## src/rtl/gfx_pkg.sv

```systemverilog
package gfx_pkg;

  typedef enum logic {
    GFX_OP_MUL = 1'b0,
    GFX_OP_DIV = 1'b1
  } gfx_op_e;

  // Largest legal exponent for an m-bit field: 2^m - 2
  function automatic int gfx_max_exp(input int w);
    return (1 << w) - 2;
  endfunction

endpackage

```

## src/rtl/gfx_opnd_cond.sv

```systemverilog
// Conditions the second operand: passes it for multiply, inverts every bit for divide.
module gfx_opnd_cond #(
  parameter int EXP_W = 4
) (
  input  logic             op,
  input  logic [EXP_W-1:0] py,
  output logic [EXP_W-1:0] py_eff
);

  genvar gi;
  generate
    for (gi = 0; gi < EXP_W; gi++) begin : g_bit
      assign py_eff[gi] = py[gi] ^ op;
    end
  endgenerate

endmodule

```

## src/rtl/gfx_wrap_fix.sv

```systemverilog
// Folds an (EXP_W+1)-bit exponent sum back into 0 .. 2^EXP_W-2.
module gfx_wrap_fix #(
  parameter int EXP_W = 4
) (
  input  logic [EXP_W:0]   sum,
  output logic [EXP_W-1:0] res
);

  localparam int          MAX_EXP = gfx_pkg::gfx_max_exp(EXP_W);
  localparam logic [EXP_W:0] MAX_V = (EXP_W + 1)'(MAX_EXP);

  logic over;

  always_comb begin
    over = (sum > MAX_V);
    if (over) res = sum[EXP_W-1:0] + EXP_W'(1);
    else      res = sum[EXP_W-1:0];
  end

endmodule

```

## src/rtl/gfx_stage_reg.sv

```systemverilog
// Pipeline register with async active-low reset and explicit clock enable.
module gfx_stage_reg #(
  parameter int DW = 8
) (
  input  logic          clk,
  input  logic          rst_n,
  input  logic          en,
  input  logic [DW-1:0] d,
  output logic [DW-1:0] q
);

  logic [DW-1:0] q_nxt;

  always_comb begin
    q_nxt = q;
    if (en) q_nxt = d;
  end

  always_ff @(posedge clk or negedge rst_n) begin
    if (!rst_n) q <= '0;
    else        q <= q_nxt;
  end

endmodule

```

## src/rtl/gfx_expo_combiner.sv

```systemverilog
module gfx_expo_combiner #(
  parameter int EXP_W = 4
) (
  input  logic             clk,
  input  logic             rst_n,
  input  logic [EXP_W-1:0] px,
  input  logic [EXP_W-1:0] py,
  input  logic             rx,
  input  logic             ry,
  input  logic             op,
  output logic [EXP_W-1:0] rp,
  output logic             rr
);

  localparam int SUM_W = EXP_W + 1;
  localparam int S1_W  = SUM_W + 1;
  localparam int S2_W  = EXP_W + 1;

  logic             pipe_en;
  logic [EXP_W-1:0] py_eff;
  logic [SUM_W-1:0] s1_sum_d;
  logic             s1_vld_d;
  logic [S1_W-1:0]  s1_d;
  logic [S1_W-1:0]  s1_q;
  logic [SUM_W-1:0] s1_sum_q;
  logic             s1_vld_q;
  logic [EXP_W-1:0] s2_exp_d;
  logic [S2_W-1:0]  s2_d;
  logic [S2_W-1:0]  s2_q;

  assign pipe_en = 1'b1;

  // Stage 1: operand conditioning and addition
  gfx_opnd_cond #(.EXP_W(EXP_W)) u_cond (
    .op     (op),
    .py     (py),
    .py_eff (py_eff)
  );

  always_comb begin
    s1_sum_d = {1'b0, px} + {1'b0, py_eff};
    s1_vld_d = rx & ry;
    s1_d     = {s1_vld_d, s1_sum_d};
  end

  gfx_stage_reg #(.DW(S1_W)) u_s1 (
    .clk   (clk),
    .rst_n (rst_n),
    .en    (pipe_en),
    .d     (s1_d),
    .q     (s1_q)
  );

  assign s1_sum_q = s1_q[SUM_W-1:0];
  assign s1_vld_q = s1_q[S1_W-1];

  // Stage 2: end-around wrap into range
  gfx_wrap_fix #(.EXP_W(EXP_W)) u_wrap (
    .sum (s1_sum_q),
    .res (s2_exp_d)
  );

  assign s2_d = {s1_vld_q, s2_exp_d};

  gfx_stage_reg #(.DW(S2_W)) u_s2 (
    .clk   (clk),
    .rst_n (rst_n),
    .en    (pipe_en),
    .d     (s2_d),
    .q     (s2_q)
  );

  assign rp = s2_q[EXP_W-1:0];
  assign rr = s2_q[EXP_W];

endmodule

```

## config.mk

```make
export PLATFORM = sky130hd
export DESIGN_NAME = gfx_expo_combiner
export DESIGN_NICKNAME = d
export VERILOG_FILES = /design/src/rtl/gfx_pkg.sv /design/src/rtl/gfx_opnd_cond.sv /design/src/rtl/gfx_wrap_fix.sv /design/src/rtl/gfx_stage_reg.sv /design/src/rtl/gfx_expo_combiner.sv
export SDC_FILE = /design/constraint.sdc
export NUM_CORES = 1
export LEC_CHECK = 0
export ABC_CLOCK_PERIOD_IN_PS = 3590
export BUFFER_PORTS_ARGS = -buffer_cell sky130_fd_sc_hd__buf_2
export CORE_AREA = 10 10 47 49
export DETAILED_ROUTE_END_ITERATION = 10
export DIE_AREA = 0 0 57 59
export PLACE_DENSITY_LB_ADDON = 0.05
export SYNTH_ARGS = -nofsm -noshare
export SYNTH_HDL_FRONTEND = slang
export SYNTH_SLANG_ARGS = --single-unit
export TNS_END_PERCENT = 50
```

## constraint.sdc

```tcl
create_clock -name clk -period 3.59 [get_ports clk]
set_clock_uncertainty 0.1 [all_clocks]
set_input_delay 0.359 -clock clk [delete_from_list [all_inputs] [get_ports clk]]
set_output_delay 0.359 -clock clk [all_outputs]
set_load 0.005 [all_outputs]
```

# Word level (Yosys, flattened, before mapping)
# Index checks and enable logic that the tools add are counted.
# classes
n_mux	1
order_cmp	1
addsub	2
bitwise_logic	5
# op_table
op	n
4-bit by 4-bit adder with 5-bit output	1
5-bit by 4-bit > comparator with 1-bit output (second input constant)	1
4-bit by 1-bit adder with 4-bit output (second input constant)	1
4-bit two-way mux	1
1-bit bitwise XOR	4
1-bit AND	1
# word_totals
reg_bits	11
inputBits	13
word_cells	11
output_inout_bits	5

# Logic depth before layout (Yosys ltp)
# depth
depth_word	2
ltp_mapped	5
ltp_nobuf	5

# Cells and area by module
# A second synthesis with hierarchy kept.
# hier_totals
cells_unflattened	64
area_unflattened_um2	744.5
# by_module_without_submodules
mod	n_inst	seq_area_each_um2	area_each_um2	cells_each
gfx_stage_reg at u_s1	1	150.1	251.5	13
gfx_stage_reg at u_s2	1	125.1	181.4	10
gfx_expo_combiner	1	0.0	146.4	18
gfx_wrap_fix	1	0.0	130.1	19
gfx_opnd_cond	1	0.0	35.0	4

# Worst setup path after synthesis
# OpenSTA, ideal clock, no wires.
# synth_timing
path_kind	input to register
startpoint	input port op
endpoint	register u_s1.q[4]
path_slack_ns	1.949
path_stages	5
setup_ns	0.118
n_path_buf	0
required_time_ns	3.372
t_arrival_ns	1.423
cell_sequence	xor2_1 > ha_1 > fa_1 > a21o_1 > a21o_1
# synth_via
elab_chain_cells	2
word_cells_on_any_way	5
cone_classes	add/sub (1); bitwise (4)
# synth_lines
item	line_no	source
start, declared	gfx_expo_combiner.sv:10	input logic op,
1-bit bitwise XOR	gfx_opnd_cond.sv:13	assign py_eff[gi] = py[gi] ^ op;
4-bit by 4-bit adder with 5-bit output (*)	gfx_expo_combiner.sv:41	s1_sum_d = {1'b0, px} + {1'b0, py_eff};
net s1_sum_d[4]	gfx_expo_combiner.sv:21	logic [SUM_W-1:0] s1_sum_d;
end signal, assigned	gfx_stage_reg.sv:21	else q <= q_nxt;
end, declared	gfx_stage_reg.sv:9	output logic [DW-1:0] q
# The timed path passes the listed nets; every way through them passes the cells marked *.

# Worst setup path in the final report
# Same ends and word-level chain as after synthesis.

==> flow_summary.ini <==
[status]
status = completed

[setup_path]
cp.required_ps = 3640
path_max_fanout = 4
r2r-start = u_s1.q[0]
cp_cell_sequence = buf_2 > xor2_1 > ha_1 > fa_1 > a21o_1 > a21o_1
cp-startpoint = op
cp_slowest_cell = fa_1
crit_type = in -> reg
max_stage_delay_ps = 400
worstSetupEndpointType = register
cp.arrival_ps = 1620
start_kind = input pin
crit_buf_inv = 1
cp_common_cell = a21o_1
crit_family = adder cells

[cts]
numCtsBuffers = 3
cts_resized = 0
hold_buffers = 1
postCtsSetupRepairBufs = 0
cts_tree = built
clk_pin_slew_worst_paths_ps = 60
clockBufferDepth = 2
cts.sinks = 11
clock_latency_ps = 250
root_buffer = clkbuf_4
htreeDepth = 1

[die]
rows = 14
start_util = 0.411
pin_count = 18
core_sq_mm = 0.00140
die_h_microns = 59
die_w_microns = 57
die_area_sq_mm = 0.00336

[place]
place_inst = 81
gp_congestion = 0.737
io_buffers = 17
hpwl_microns = 887

[power_and_ir_drop]
p_sw_w = 0.000105
clkPwrFrac = 0.220
ir_drop_uv = 194
seq_power_share = 0.496
swShare = 0.292
p_int_w = 0.000253
combPwrFrac = 0.284
power-per-cell-area_mw_per_mm2 = 499
leakage_nw = 0.384

[synth]
synth.distinct_cells = 19
ys_warn_count = 0
yosys_register_bits = 11
syn_avg_cell_area_sq_um = 12.0
synthCells = 48
yosysSeqAreaShare = 0.478
synth_fp_nets = 69
syn-cell-area_sq_um = 576

[global_route]
grt_pass1_wl_microns = 1880
track_usage = 0.0687
grt_max_degree = 12
grt_pass1_vias = 480
gr-total-overflow = 0
antenna_found_initial = 0

[final_layout]
fill_cells = 147
final_util = 0.512
drive_gt1_frac = 0.300
final_cells = 86
area_delta_synth_final_pct = 24.6
diodes = 0
nets = 92

[route]
drt-initial-drc-count = 2
via_per_inst = 4.95
wl_microns = 1030
ant_nets = 0
route.detailed.drc = 0
drt-pass1-iter-count = 4
num_vias = 426
post_drt_wl_per_cell_microns = 12.0

[sta]
rsz0062_at_grt = false
min_period_over_period = 0.436
worstMarginPinSlew_ps = 262
final-max-slew-violation-count = 0
final.setup.tns_ps = 0
max_freq_mhz = 639
max_slew_margin = 0.825
fin_crit_ps = 1570
setup_violations = 0
finalHoldViolCount = 0

[hold_path]
min_path_type = in -> reg
min-delay-start = ry

[flow_run]
drv_cap = 0
[cell usage in the layout, fill, tap and decap left out, types with 3 or more instances in the layout]
cell,synthesis,final
clkbuf_4,0,3
buf_2,0,17
dfrtp_1,11,11
xor2_1,6,6
a21o_1,4,4
ha_1,7,7
[power by group through the flow]
stage                     clock network, W  logic [W]  registers [W]
after CTS                        0.0000828   0.000105       0.000178
after floorplan                          0  0.0000601       0.000178
after detailed placement                 0   0.000103       0.000180
after global routing             0.0000933   0.000118       0.000181
final                            0.0000788   0.000102       0.000177
after global placement                   0   0.000103       0.000179
[sequential cells by signal (all words and copies together), names as in the netlist]
register and cells:
u_s1.q 6, u_s2.q 5
[logic make-up (layout without fill, tap and decap cells)]
| family | Yosys count | in the layout | share of synthesized area |
|---|---|---|---|
| flip-flops | 11 | 11 | 0.478 |
| XOR/XNOR | 7 | 7 | 0.107 |
| AND/OR/NAND/NOR | 11 | 11 | 0.115 |
| AO/OA/AOI/OAI | 10 | 10 | 0.107 |
| buffers and inverters | 1 | 23 | 0.00652 |
| adder cells (fa/ha/maj) | 8 | 8 | 0.187 |
[metrics by stage]
stage          power [W]  hold WS, ps  instance area (sq um)  setup slack (ps)
2_1_floorplan   0.000238        -36.6                    576              1950
5_1_grt         0.000392          223                    717              1990
4_1_cts         0.000366          198                    717              2030
3_5_place_dp    0.000283          141                    681              1760
6_report        0.000358          204                    717              2020
3_3_place_gp    0.000282          142                    681              1770
[synth_stat cells]
cell	count	share of area
o21ai_0	2	0.017
a31oi_1	1	0.011
xnor2_1	1	0.015
nor2_1	2	0.013
and3b_1	1	0.015
a21o_1	4	0.052
nor2b_1	1	0.011
o21ai_1	1	0.0087
nor2b_4	1	0.024
ha_1	7	0.15
inv_1	1	0.0065
nand3_1	2	0.017
dfrtp_1	11	0.48
nand2_1	2	0.013
a21oi_1	2	0.017
and2_1	1	0.011
xor2_1	6	0.091
fa_1	1	0.035
nand4_1	1	0.011
[final timing paths]
kind                              to  slack [ps]  depth (start not counted)
max reg2reg                u_s2.q[2]        2180                          5
min reg2reg                u_s2.q[4]         250                          0
max in group asynchronous  u_s1.q[3]        2800                          2
min                        u_s1.q[5]         200                          2
min in group asynchronous  u_s1.q[1]         390                          2
max                        u_s1.q[4]        2020                          6
[area by class of cell]
cell class / instances / area, sq um / area share
inverter: 1 / 3.75 / 0.00524
clock buffer: 4 / 26.3 / 0.0366
tap: 16 / 20.0 / 0.0279
timing repair buffer: 18 / 95.1 / 0.133
sequential: 11 / 275 / 0.384
multi-input combinational: 36 / 297 / 0.414
[metal layers]
metal  wire (microns)  vias up  global-route usage
li1                 -      212                   -
met1              423      197              0.0737
met2              491       15               0.105
met3              113        2              0.0429
met4                5        0              0.0302
met5                0        -                   0
Power figures use the tool's default switching activity.
